[src/rtl/slvaddr_pkg.sv]
package slvaddr_pkg;

   typedef enum logic {
      MODE_SEVEN = 1'b0,
      MODE_TEN   = 1'b1
   } addr_mode_e;

   typedef struct packed {
      logic start;
      logic rstart;
      logic stop;
   } bus_evt_t;

   function automatic logic evt_any_start(input bus_evt_t e);
      return e.start | e.rstart;
   endfunction

endpackage

[src/rtl/slvaddr_regfile.sv]
module slvaddr_regfile #(
   parameter int ADDR_W = 7,
   localparam int BYTE_W = ADDR_W + 1
) (
   input  logic              clk,
   input  logic              rst_n,
   input  logic              wr_en,
   input  logic [BYTE_W-1:0] wr_data,
   input  logic              clr_state,
   input  logic              set_state,
   output logic [BYTE_W-1:0] reg_q
);

   logic [ADDR_W-1:0] addr_q;
   logic              state_q;

   // address field: host write only
   always_ff @(posedge clk or negedge rst_n) begin
      if (!rst_n)
         addr_q <= '0;
      else if (wr_en)
         addr_q <= wr_data[BYTE_W-1:1];
   end

   // state bit: clear beats set beats host write
   always_ff @(posedge clk or negedge rst_n) begin
      if (!rst_n)
         state_q <= 1'b0;
      else if (clr_state)
         state_q <= 1'b0;
      else if (set_state)
         state_q <= 1'b1;
      else if (wr_en)
         state_q <= wr_data[0];
   end

   assign reg_q = {addr_q, state_q};

endmodule

[src/rtl/slvaddr_cmp.sv]
module slvaddr_cmp
   import slvaddr_pkg::*;
#(
   parameter int ADDR_W     = 7,
   parameter bit TEN_BIT_EN = 1'b1,
   localparam int BYTE_W = ADDR_W + 1
) (
   input  logic              mode_ten,
   input  logic [BYTE_W-1:0] rx_byte,
   input  logic [BYTE_W-1:0] reg_q,
   output logic              hit
);

   logic addr_eq;
   logic lsb_eq;

   assign addr_eq = (rx_byte[BYTE_W-1:1] == reg_q[BYTE_W-1:1]);
   assign lsb_eq  = (rx_byte[0] == reg_q[0]);

   generate
      if (TEN_BIT_EN) begin : g_dual
         addr_mode_e mode;
         assign mode = addr_mode_e'(mode_ten);
         always_comb begin
            unique case (mode)
               MODE_TEN: hit = addr_eq & lsb_eq;
               default:  hit = addr_eq;
            endcase
         end
      end else begin : g_seven_only
         logic unused_mode;
         assign unused_mode = mode_ten ^ lsb_eq;
         assign hit = addr_eq;
      end
   endgenerate

endmodule

[src/rtl/slvaddr_seq.sv]
module slvaddr_seq
   import slvaddr_pkg::*;
(
   input  logic     clk,
   input  logic     rst_n,
   input  bus_evt_t evt,
   input  logic     rx_vld,
   input  logic     mode_ten,
   input  logic     hit,
   output logic     cmp_fire,
   output logic     set_state,
   output logic     clr_state
);

   logic armed_q;
   logic seen_q;
   logic any_start;

   assign any_start = evt_any_start(evt);

   // a start in the same cycle as a strobe discards the byte
   assign cmp_fire  = armed_q & rx_vld & ~any_start;
   assign set_state = evt.rstart & mode_ten & seen_q;
   assign clr_state = evt.stop;

   always_ff @(posedge clk or negedge rst_n) begin
      if (!rst_n)
         armed_q <= 1'b0;
      else if (any_start)
         armed_q <= 1'b1;
      else if (evt.stop || rx_vld)
         armed_q <= 1'b0;
   end

   always_ff @(posedge clk or negedge rst_n) begin
      if (!rst_n)
         seen_q <= 1'b0;
      else if (evt.stop || evt.start)
         seen_q <= 1'b0;
      else if (cmp_fire && hit)
         seen_q <= 1'b1;
   end

endmodule

[src/rtl/slvaddr_match.sv]
module slvaddr_match
   import slvaddr_pkg::*;
#(
   parameter int ADDR_W     = 7,
   parameter bit TEN_BIT_EN = 1'b1,
   localparam int BYTE_W = ADDR_W + 1
) (
   input  logic              clk,
   input  logic              rst_n,
   input  logic              start_i,
   input  logic              rstart_i,
   input  logic              stop_i,
   input  logic              rx_vld_i,
   input  logic [BYTE_W-1:0] rx_data_i,
   input  logic              mode_ten_i,
   input  logic              wr_en_i,
   input  logic [BYTE_W-1:0] wr_data_i,
   output logic              match_o,
   output logic [BYTE_W-1:0] reg_o
);

   generate
      if (ADDR_W < 1 || ADDR_W > 31) begin : g_bad_width
         $error("slvaddr_match: ADDR_W out of range");
      end
   endgenerate

   bus_evt_t          evt;
   logic              hit;
   logic              cmp_fire;
   logic              set_state;
   logic              clr_state;
   logic              match_q;
   logic [BYTE_W-1:0] reg_q;

   assign evt = '{start: start_i, rstart: rstart_i, stop: stop_i};

   slvaddr_regfile #(.ADDR_W(ADDR_W)) u_reg (
      .clk       (clk),
      .rst_n     (rst_n),
      .wr_en     (wr_en_i),
      .wr_data   (wr_data_i),
      .clr_state (clr_state),
      .set_state (set_state),
      .reg_q     (reg_q)
   );

   slvaddr_cmp #(.ADDR_W(ADDR_W), .TEN_BIT_EN(TEN_BIT_EN)) u_cmp (
      .mode_ten (mode_ten_i),
      .rx_byte  (rx_data_i),
      .reg_q    (reg_q),
      .hit      (hit)
   );

   slvaddr_seq u_seq (
      .clk       (clk),
      .rst_n     (rst_n),
      .evt       (evt),
      .rx_vld    (rx_vld_i),
      .mode_ten  (mode_ten_i & TEN_BIT_EN),
      .hit       (hit),
      .cmp_fire  (cmp_fire),
      .set_state (set_state),
      .clr_state (clr_state)
   );

   always_ff @(posedge clk or negedge rst_n) begin
      if (!rst_n)
         match_q <= 1'b0;
      else
         match_q <= cmp_fire & hit;
   end

   assign match_o = match_q;
   assign reg_o   = reg_q;

endmodule

[config.mk]
export PLATFORM = sky130hd
export DESIGN_NAME = slvaddr_match
export DESIGN_NICKNAME = d
export VERILOG_FILES = /design/src/rtl/slvaddr_pkg.sv /design/src/rtl/slvaddr_regfile.sv /design/src/rtl/slvaddr_cmp.sv /design/src/rtl/slvaddr_seq.sv /design/src/rtl/slvaddr_match.sv
export SDC_FILE = /design/constraint.sdc
export NUM_CORES = 1
export LEC_CHECK = 0
export ABC_AREA = 1
export BUFFER_PORTS_ARGS = -buffer_cell sky130_fd_sc_hd__buf_2
export CAP_MARGIN = 20
export CORE_AREA = 5 5 42 44
export CTS_BUF_LIST = sky130_fd_sc_hd__clkbuf_8
export CTS_CLUSTER_SIZE = 16
export DETAILED_ROUTE_END_ITERATION = 10
export DIE_AREA = 0 0 47 49
export PLACE_DENSITY = 0.8
export SYNTH_ARGS = -nofsm -noshare
export SYNTH_HDL_FRONTEND = slang
export SYNTH_SLANG_ARGS = --single-unit
[constraint.sdc]
create_clock -name clk -period 2.8 [get_ports clk]
set_clock_uncertainty 0.05 [all_clocks]
set_input_delay 0.56 -clock clk [delete_from_list [all_inputs] [get_ports clk]]
set_output_delay 0.56 -clock clk [all_outputs]
set_load 0.02 [all_outputs]
==> results.md, run 1 <==
- Status: complete, no violations
- Die area: 2303 sq um
- DRC violations left: 0
- Mapped Cells: 74
- Post_cts resized: 0
- Antenna Violating Nets Remaining: 0
- H-Tree Level Count: 1
- Worst Path Max Fanout: 3
- Synthesized area: 588.1 sq um
- R2r setup slk: 1690 ps
- Critical path origin: u_reg.addr_q[2]
- Syn. warnings: 0
- Vias/cell: 4.581
- Critical path startpoint category: flop
- Share of flip-flops with an asynchronous set or reset: 1.000
- Inst Count DP: 120
- 1st-iter DRT viols: 8
- Synth top area cells: dfrtp_1 47%, nand2_1 15%, inv_1 5.7%, nor2_2 5.3%, o21ai_1 5.1%
- Reg clk slew, reported paths: about 50 ps
- Dpl hpwl: 1114 um
- Final period util: 0.5047
- DRT Pass-1 Iters: 4
- Final Max Slew Viols: 0
- Hold buffers post-CTS: 0
- Core area: 1401 sq um
- Multi-input logic area: between 200 and 300 sq um
- Yosys reg bits: 11
- Reg-to-reg endpoint: u_seq.seen_q
- WP buf/inv: 1
- Register area share after synthesis: 0.4681
- Site Rows: 14
- CP required: between 2000 and 2500 ps
- CTS max path bufs: 2
- FILL cells: between 100 and 150
- # diodes: 0
- Total CTS buffers: 3
- Fin nets: 133
- Synth top area share: 0.4681
- Input/output buffers: 32
- Clock sinks: 11
- Top-Level Pins: 33
- RSZ-0062 raised after global routing: false
- Setup-failing EPs final: 0
- Arrival time worst endpoint: 800 ps
- Maximum vdd drop: between 0.3 and 0.4 mV
- Post-synth top flop: dfrtp_1
- Slowest stage delay, CP: 400 ps
- Proportion of layout cells with a drive suffix above 1: 0.4259
- Initial Utilization: 0.4196
- CP Class: reg -> out
- Root buf cell: clkbuf_8
- Final Instance Count excl. Fillers: 124
- Die Wd: approximately 47 um
- Total track usage: 0.1299
- Global-route wire length before repair: 2242 um
- Most frequent cells after synthesis: 23 x nand2_1, 11 x dfrtp_1, 9 x inv_1
- P_leak: around 0.00046 uW
- Vias in the first global route: slightly below 600
- DR vias: 568
- Syn nets: 98
- Slew margin rel.: 0.8270
- FMAX: 707.6 MHz
- Synth area leader: dfrtp_1
- CTS tree: yes
- Crit path cell chain: buf_2
- Grt ovf: 0
- Hold Vio Cnt, Final: 0
- FF+latch area: roughly 280 sq um
- Slowest stage cell, crit path: dfrtp_1
- Distinct cell type count after synthesis: 18
- Final RePlAce weighted congestion: ~0.70
- MaxCap Viol Count: 0
- Power Dens Cells: about 520 nW/um^2
- Die Ht: 49 um
- DRT Wirelength: 1299 um
- Worst reg2reg startpoint: u_reg.state_q
- Synth-to-layout area growth: 36.17%
- CP endpoint kind: primary output
- Total setup buffers inserted after CTS: 0
- Setup TNS: 0 ps
- Top-count cell post-synth: nand2_1
- Worst R2R Path Depth: 6
- Initial antenna violation count: 0
- Min cycle time layout: 1413 ps
- Pin count of the biggest net entering global routing: 14
- Routed wire length per instance: 10.48 um
- Post-synth EDFFs: 0
- Worst slew pin tran: 259.5 ps
- Worst hold-check path type: in -> async
- Avg Inst Size Synth: 7.947 sq um
- Crit-path leading delay family: flip-flops
- Clk Latency, worst-skew pair: 230 ps
==> worst register-to-register path, delay by kind of cell, from the launching register on <==
| kind | cells | cell delay [ps] |
|---|---|---|
| DFF | 1 | 400 |
| and+or+nand+nor | 6 | 620 |
==> per-stage QoR <==
stage / hold slack (ps) / cell area (sq um) / power [uW] / util / setup slack, ps
final: 137.4 / 800.8 / 415.5 / 0.5714 / 1387
after floorplan: 214.4 / 588.1 / 229.1 / - / 1593
after global placement: 390.4 / 755.7 / 263.7 / 0.5393 / 1441
after global routing: 150.7 / 800.8 / 440.5 / 0.5714 / 1343
after CTS: 140.1 / 800.8 / 422.6 / 0.5714 / 1382
after detailed placement: 394.7 / 755.7 / 266.6 / 0.5393 / 1397
==> layer usage <==
metal,global-route usage,share of wire,up-vias
li1,-,-,293
met4,0.05530,0,0
met1,0.1583,0.41,252
met2,0.2127,0.48,23
met5,0,0,-
met3,0.02583,0.11,0
==> state kept, by name (all words and copies together) (netlist names) <==
signal and count:
match_o 1, u_reg.addr_q 7, u_reg.state_q 1, u_seq.armed_q 1, u_seq.seen_q 1
==> power breakdown <==
| part | leakage [uW] | internal [uW] | total, uW | switching [uW] |
|---|---|---|---|---|
| clock | 0.0000269 | 96.0 | 153 | 56.6 |
| sequential | 0.000135 | 170 | 179 | 8.97 |
| combinational | 0.000299 | 34.8 | 83.5 | 48.7 |
==> worst max-delay path by stage <==
stage	to	slack, ps	cells after the start
2_1_floorplan	u_seq.seen_q	1590	7
4_1_cts	reg_o[3]	1380	1
6_report	reg_o[3]	1390	1
3_3_place_gp	u_seq.seen_q	1440	8
3_5_place_dp	u_seq.seen_q	1400	8
5_1_grt	reg_o[1]	1340	1
==> area by class of cell <==
class                   instances  area share
inverters                      12     0.05625
repair buffers                 32      0.2000
multi-input cells              49      0.3188
well taps                      16     0.02500
clock inverters                 1    0.004688
flip-flops and latches         11      0.3438
clock buffers                   3     0.05156
==> cells by family after synthesis <==
| logic type | count (synthesis) | share of synthesized area |
|---|---|---|
| flip-flops | 11 | 0.4681 |
| multiplexers | 3 | 0.05532 |
| AO/OA/AOI/OAI | 8 | 0.07234 |
| AND/OR/NAND/NOR | 37 | 0.2915 |
| buffers and inverters | 14 | 0.09786 |
| XOR/XNOR | 1 | 0.01490 |
==> placed cells by master, fill, tap and decap left out, types with 2 or more instances in the layout <==
master and count:
dfrtp_1 11, inv_1 10, clkbuf_8 3, nand3_2 2, nand2_1 23, o21ai_1 6, mux2_1 2, inv_2 3
nand3_1 2, nor2_2 5, nor2_1 3, buf_2 32
Note: power is estimated with default switching activity, not from simulation.
==> run 2: changes to the inputs <==
--- a/config.mk
+++ b/config.mk
@@ -8,11 +8,11 @@
 export ABC_AREA = 1
 export BUFFER_PORTS_ARGS = -buffer_cell sky130_fd_sc_hd__buf_2
 export CAP_MARGIN = 20
-export CORE_AREA = 5 5 42 44
+export CORE_MARGIN = 5
+export CORE_UTILIZATION = 44
 export CTS_BUF_LIST = sky130_fd_sc_hd__clkbuf_8
 export CTS_CLUSTER_SIZE = 16
 export DETAILED_ROUTE_END_ITERATION = 10
-export DIE_AREA = 0 0 47 49
 export PLACE_DENSITY = 0.8
 export SYNTH_ARGS = -nofsm -noshare
 export SYNTH_HDL_FRONTEND = slang
==> constraint.sdc (replaced) <==
create_clock -name clk -period 1.4 [get_ports clk]
set_clock_uncertainty 0.05 [all_clocks]
set_input_delay 0.28 -clock clk [delete_from_list [all_inputs] [get_ports clk]]
set_output_delay 0.28 -clock clk [all_outputs]
set_load 0.02 [all_outputs]
==> results.md, run 2 (synthesis results as in run 1) <==
- Status: complete, no violations
- CP Class: reg -> out
- Top reg by flops: u_reg.addr_q
- Design Power: 826.5 uW (+99%)
- Final Max Slew Viols: 0 (unchanged)
- WP buf/inv: 1 (unchanged)
- Most common cell after layout, fill and taps aside: buf_2
- H-Tree Level Count: 1 (unchanged)
- Maximum vdd drop: 0.7154 mV (+110%)
- RSZ-0062 raised after global routing: false
- Worst R2R Path Depth: 6 (unchanged)
- DRC violations left: 0 (unchanged)
- Die Wd: 46.56 um (-0.94%)
- FMAX: 886.4 MHz
- Core area: 1285 sq um (-8.3%)
- Inst Count DP: 119 (-0.83%)
- Final Instance Count excl. Fillers: 124 (unchanged)
- Setup TNS: 0 ps (unchanged)
- Grt ovf: 0 (unchanged)
- Top-Level Pins: 33 (unchanged)
- Worst hold-check path type: in -> reg
- Fin util: 0.6300 (+0.05856)
- Clk Latency, worst-skew pair: 230 ps (about the same)
- Total track usage: 0.1223 (-0.007622)
- Max reg flops: 7 (unchanged)
- Vias/cell: 4.548 (-0.70%)
- Hold path cells: 2
- # diodes: 0 (unchanged)
- MaxCap Viol Count: 0 (unchanged)
- 1st-iter DRT viols: 8 (unchanged)
- Routed wire length per instance: 10.33 um (-1.4%)
- Root buf cell: clkbuf_8
- Slowest stage cell, crit path: dfrtp_1
- DR vias: 564 (-0.70%)
- Total CTS buffers: 3 (unchanged)
- Arrival time worst endpoint: 800 ps (about the same)
- Proportion of layout cells with a drive suffix above 1: 0.4220 (-0.003908)
- Most frequent cells in the layout: 32 x buf_2, 23 x nand2_1, 11 x dfrtp_1, 10 x inv_1, 6 x o21ai_1
- DRT Pass-1 Iters: 4 (unchanged)
- HP Start: stop_i
- Hold Vio Cnt, Final: 0 (unchanged)
- Crit path cell chain: buf_2
- Initial antenna violation count: 0 (unchanged)
- Final period util: 0.8058
- Pin count of the biggest net entering global routing: 14 (unchanged)
- Worst slew pin tran: 240.6 ps (-18.89 ps)
- Worst reg2reg startpoint: u_reg.state_q
- Die Ht: 46.56 um (-5.0%)
- Site Rows: 13 (-1)
- CP endpoint kind: primary output
- Hold slack: 174.8 ps (+37.43 ps)
- Clock sinks: 11 (unchanged)
- Slowest stage delay, CP: 400 ps (about the same)
- Power Dens Cells: 1021 nW/um^2 (+97%)
- Reg clk slew, reported paths: 50 ps (about the same)
- CTS max path bufs: 2 (unchanged)
- Global-route wire length before repair: 1814 um (-19%)
- P_leak: 0.0004656 uW (+0.91%)
- Initial Utilization: 0.4576 (+0.03800)
- Fin nets: 134 (+0.75%)
- Min cycle time layout: 1128 ps
- Final RePlAce weighted congestion: 0.7980 (+14%)
- Critical path startpoint category: flop
- CP required: 1070 ps (-1120 ps)
- Critical path origin: u_reg.addr_q[1]
- DRT Wirelength: 1281 um (-1.4%)
- Crit-path leading delay family: flip-flops
- Synth-to-layout area growth: 37.66%
- CP Depth: 1 (unchanged)
- Worst Path Max Fanout: 3 (unchanged)
- FILL cells: 119 (-13%)
- Slew margin rel.: 0.8396 (+0.01260)
- Input/output buffers: 32 (unchanged)
- Setup-failing EPs final: 0 (unchanged)
- CTS tree: yes
- Antenna Violating Nets Remaining: 0 (unchanged)
- Vias in the first global route: 490 (-18%)
- Dpl hpwl: 1067 um (-4.2%)
- Die area: 2168 sq um (-5.9%)
[run 2: cell count changes in the layout (fill, tap and decap cells not counted)]
| cell | previous run | this run |
|---|---|---|
| dlygate4sd3_1 | 0 | 1 |
[run 2: layer usage]
metal  up-vias  share of wire  global-route usage
met2        26           0.46              0.2060
met1       243           0.44              0.1432
met5         -              0                   0
met4         0              0             0.06818
met3         0           0.10             0.02344
li1        295              -                   -
[run 2: layout make-up]
class / count / area [sq um] / area share
clock buffers: 3 / 41.29 / 0.05100
clock inverters: 1 / 3.754 / 0.004637
inverters: 12 / 45.04 / 0.05564
multi-input cells: 49 / 255.2 / 0.3153
flip-flops and latches: 11 / 275.3 / 0.3400
well taps: 15 / 18.77 / 0.02318
repair buffers: 33 / 170.2 / 0.2102
[run 2: what timing repair did]
item | CTS | global route
gates resized for setup | 0 | 0
endpoints found under the hold margin | 11 | 0
buffers inserted | 0 | 0
hold buffers | 1 | 0
[run 2: worst paths after layout]
check,to,slack (ps)
min in group asynchronous,u_reg.addr_q[6],390
max in group asynchronous,u_seq.armed_q,710
min reg2reg,u_seq.seen_q,460
max reg2reg,u_seq.seen_q,290
max,reg_o[2],270
min,u_reg.state_q,170
[run 2: per-stage QoR]
step,cell area (sq um),worst slack (ps)
floorplan,588.1,296.9
global placement,754.5,320.0
detailed placement,754.5,289.1
CTS,809.5,268.9
global route,809.5,208.6
finish,809.5,271.9
[run 2: power by group]
group          internal [uW]  switching (uW)
clock network            191             108
registers                341            17.8
logic                   71.3            97.1
total                    604             223
==> run 3: changes to the inputs <==
==> constraint.sdc (replaced) <==
create_clock -name clk -period 1.16 [get_ports clk]
set_clock_uncertainty 0.05 [all_clocks]
set_input_delay 0.232 -clock clk [delete_from_list [all_inputs] [get_ports clk]]
set_output_delay 0.232 -clock clk [all_outputs]
set_load 0.02 [all_outputs]
==> results.md, run 3 (synthesis results as in run 1) <==
- Top-Level Pins: 33 (unchanged)
- Total track usage: 0.1316 (+0.009336)
- Die area: 2168 sq um (unchanged)
- Routed wire length per instance: 10.52 um (+1.8%)
- Input/output buffers: 32 (unchanged)
- Most common cell after layout, fill and taps aside: buf_2
- H-Tree Level Count: 1 (unchanged)
- Slowest stage cell, crit path: dfrtp_1
- Critical path startpoint category: flop
- RSZ-0062 raised after global routing: false
- Met2 wire length: 632 um (+8.2%)
- Worst slew pin tran: 251.1 ps (+10.57 ps)
- Worst reg2reg startpoint: u_reg.state_q
- Min cycle time layout: 1093 ps
- Maximum vdd drop: 0.6978 mV (-2.5%)
- Critical path origin: u_reg.state_q
- Proportion of layout cells with a drive suffix above 1: 0.4220 (unchanged)
- Hold Vio Cnt, Final: 0 (unchanged)
- Worst hold-check path type: in -> reg
- Clock sinks: 11 (unchanged)
- Slowest stage delay, CP: 390 ps (about the same)
- Total CTS buffers: 3 (unchanged)
- Pin count of the biggest net entering global routing: 14 (unchanged)
- P_leak: 0.0004656 uW (unchanged)
- Dpl hpwl: 1087 um (+1.9%)
- WP buf/inv: 0 (-1)
- Status: complete, no violations
- Grt ovf: 0 (unchanged)
- Initial antenna violation count: 0 (unchanged)
- DRC violations left: 0 (unchanged)
- Clk Latency, worst-skew pair: 230 ps (about the same)
- Crit path cell chain: or2_1 -> nand3_2 -> nand3_2 -> nor2_2 -> nor2_1 -> nor2_2
- Total setup buffers inserted after CTS: 0 (unchanged)
- DR WL met3: 131 um (unchanged)
- Final Max Slew Viols: 0 (unchanged)
- Vias in the first global route: 542 (+11%)
- Top reg by flops: u_reg.addr_q
- Die Ht: 46.56 um (unchanged)
- 1st-iter DRT viols: 9 (+1)
- Setup TNS: 0 ps (unchanged)
- Final RePlAce weighted congestion: 0.7968 (-0.15%)
- MaxCap Viol Count: 0 (unchanged)
- Worst Path Max Fanout: 4 (+1)
- CP Class: reg -> reg
- Antenna Violating Nets Remaining: 0 (unchanged)
- Fin nets: 134 (unchanged)
- Post_cts resized: 0 (unchanged)
- Final period util: 0.9422
- CTS max path bufs: 2 (unchanged)
- HP Start: stop_i
- CP required: 1280 ps (+210 ps)
- Most frequent cells in the layout: 32 x buf_2, 23 x nand2_1, 11 x dfrtp_1, 10 x inv_1, 6 x o21ai_1
- CP endpoint kind: flop
- Vias/cell: 4.573 (+0.53%)
- DR vias: 567 (+0.53%)
- Crit-path leading delay family: simple AND/OR/NAND/NOR gates
- Slew margin rel.: 0.8326 (-0.007047)
- Synth-to-layout area growth: 37.66% (unchanged)
- Core area: 1285 sq um (unchanged)
- DRT Wirelength: 1304 um (+1.8%)
- CTS tree: yes
- FMAX: between 900 and 1000 MHz
- Max reg flops: 7 (unchanged)
- Site Rows: 13 (unchanged)
- Initial Utilization: 0.4576 (unchanged)
- DRT Pass-1 Iters: 4 (unchanged)
- Setup-failing EPs final: 0 (unchanged)
- Global-route wire length before repair: 2007 um (+11%)
- Highest layer used for signal routing: met4
- Arrival time worst endpoint: 1210 ps (+410 ps)
- Root buf cell: clkbuf_8
- Pre-CTS setup slack: 66.58 ps (-222.6 ps)
- Power Dens Cells: 1235 nW/um^2 (+21%)
- Metal-1 WL: 533 um (-5.7%)
- Die Wd: 46.56 um (unchanged)
- Setup WS post-layout: 67.10 ps (-204.8 ps)
- # diodes: 0 (unchanged)
- Reg clk slew, reported paths: 50 ps (about the same)
## run 3: cell counts in the layout (fill, tap and decap cells not counted)
Identical to the previous run, type by type.
## run 3: cell type report
class / instances / area, sq um
Tap cell: 15 / 18.77
Fill cell: 120 / 475.5
Inverter: 12 / 45.04
Sequential cell: 11 / 275.3
Timing Repair Buffer: 33 / 170.2
Clock inverter: 1 / 3.754
Multi-Input combinational cell: 49 / 255.2
Clock buffer: 3 / 41.29
## run 3: power breakdown
part | switching (uW) | internal (uW)
logic | 117 | 86.1
clock network | 132 | 231
registers | 21.7 | 412
## run 3: timing repair
action,4_1_cts,5_1_grt
endpoints found under the setup margin,0,0
hold buffers,1,0
endpoints found under the hold margin,11,0
## run 3: worst paths after layout
kind	endpoint	slack, ps	cells past startpoint
min in group asynchronous	u_reg.addr_q[4]	350	2
min reg2reg	u_seq.seen_q	450	2
min	u_reg.state_q	120	2
max	u_seq.seen_q	70	6
max in group asynchronous	u_reg.addr_q[3]	520	2
max reg2reg	u_seq.seen_q	70	6
## run 3: per-stage QoR
step | util | hold slack [ps] | area, sq um | instances | total power, uW
2_1_floorplan | - | -113.6 | 588.1 | 74 | 553.0
3_3_place_gp | 0.5871 | 58.06 | 754.5 | 119 | 637.7
3_5_place_dp | 0.5871 | 60.42 | 754.5 | 119 | 643.3
4_1_cts | 0.6300 | 126.3 | 809.5 | 124 | 1017
5_1_grt | 0.6300 | 144.4 | 809.5 | 124 | 1051
6_report | 0.6300 | 124.8 | 809.5 | 124 | 999.8
## run 3: layer usage
layer | global-route usage | up-vias
met5 | 0 | -
met4 | 0.06818 | 0
met3 | 0.02734 | 2
met2 | 0.2308 | 20
met1 | 0.1470 | 251
li1 | - | 294
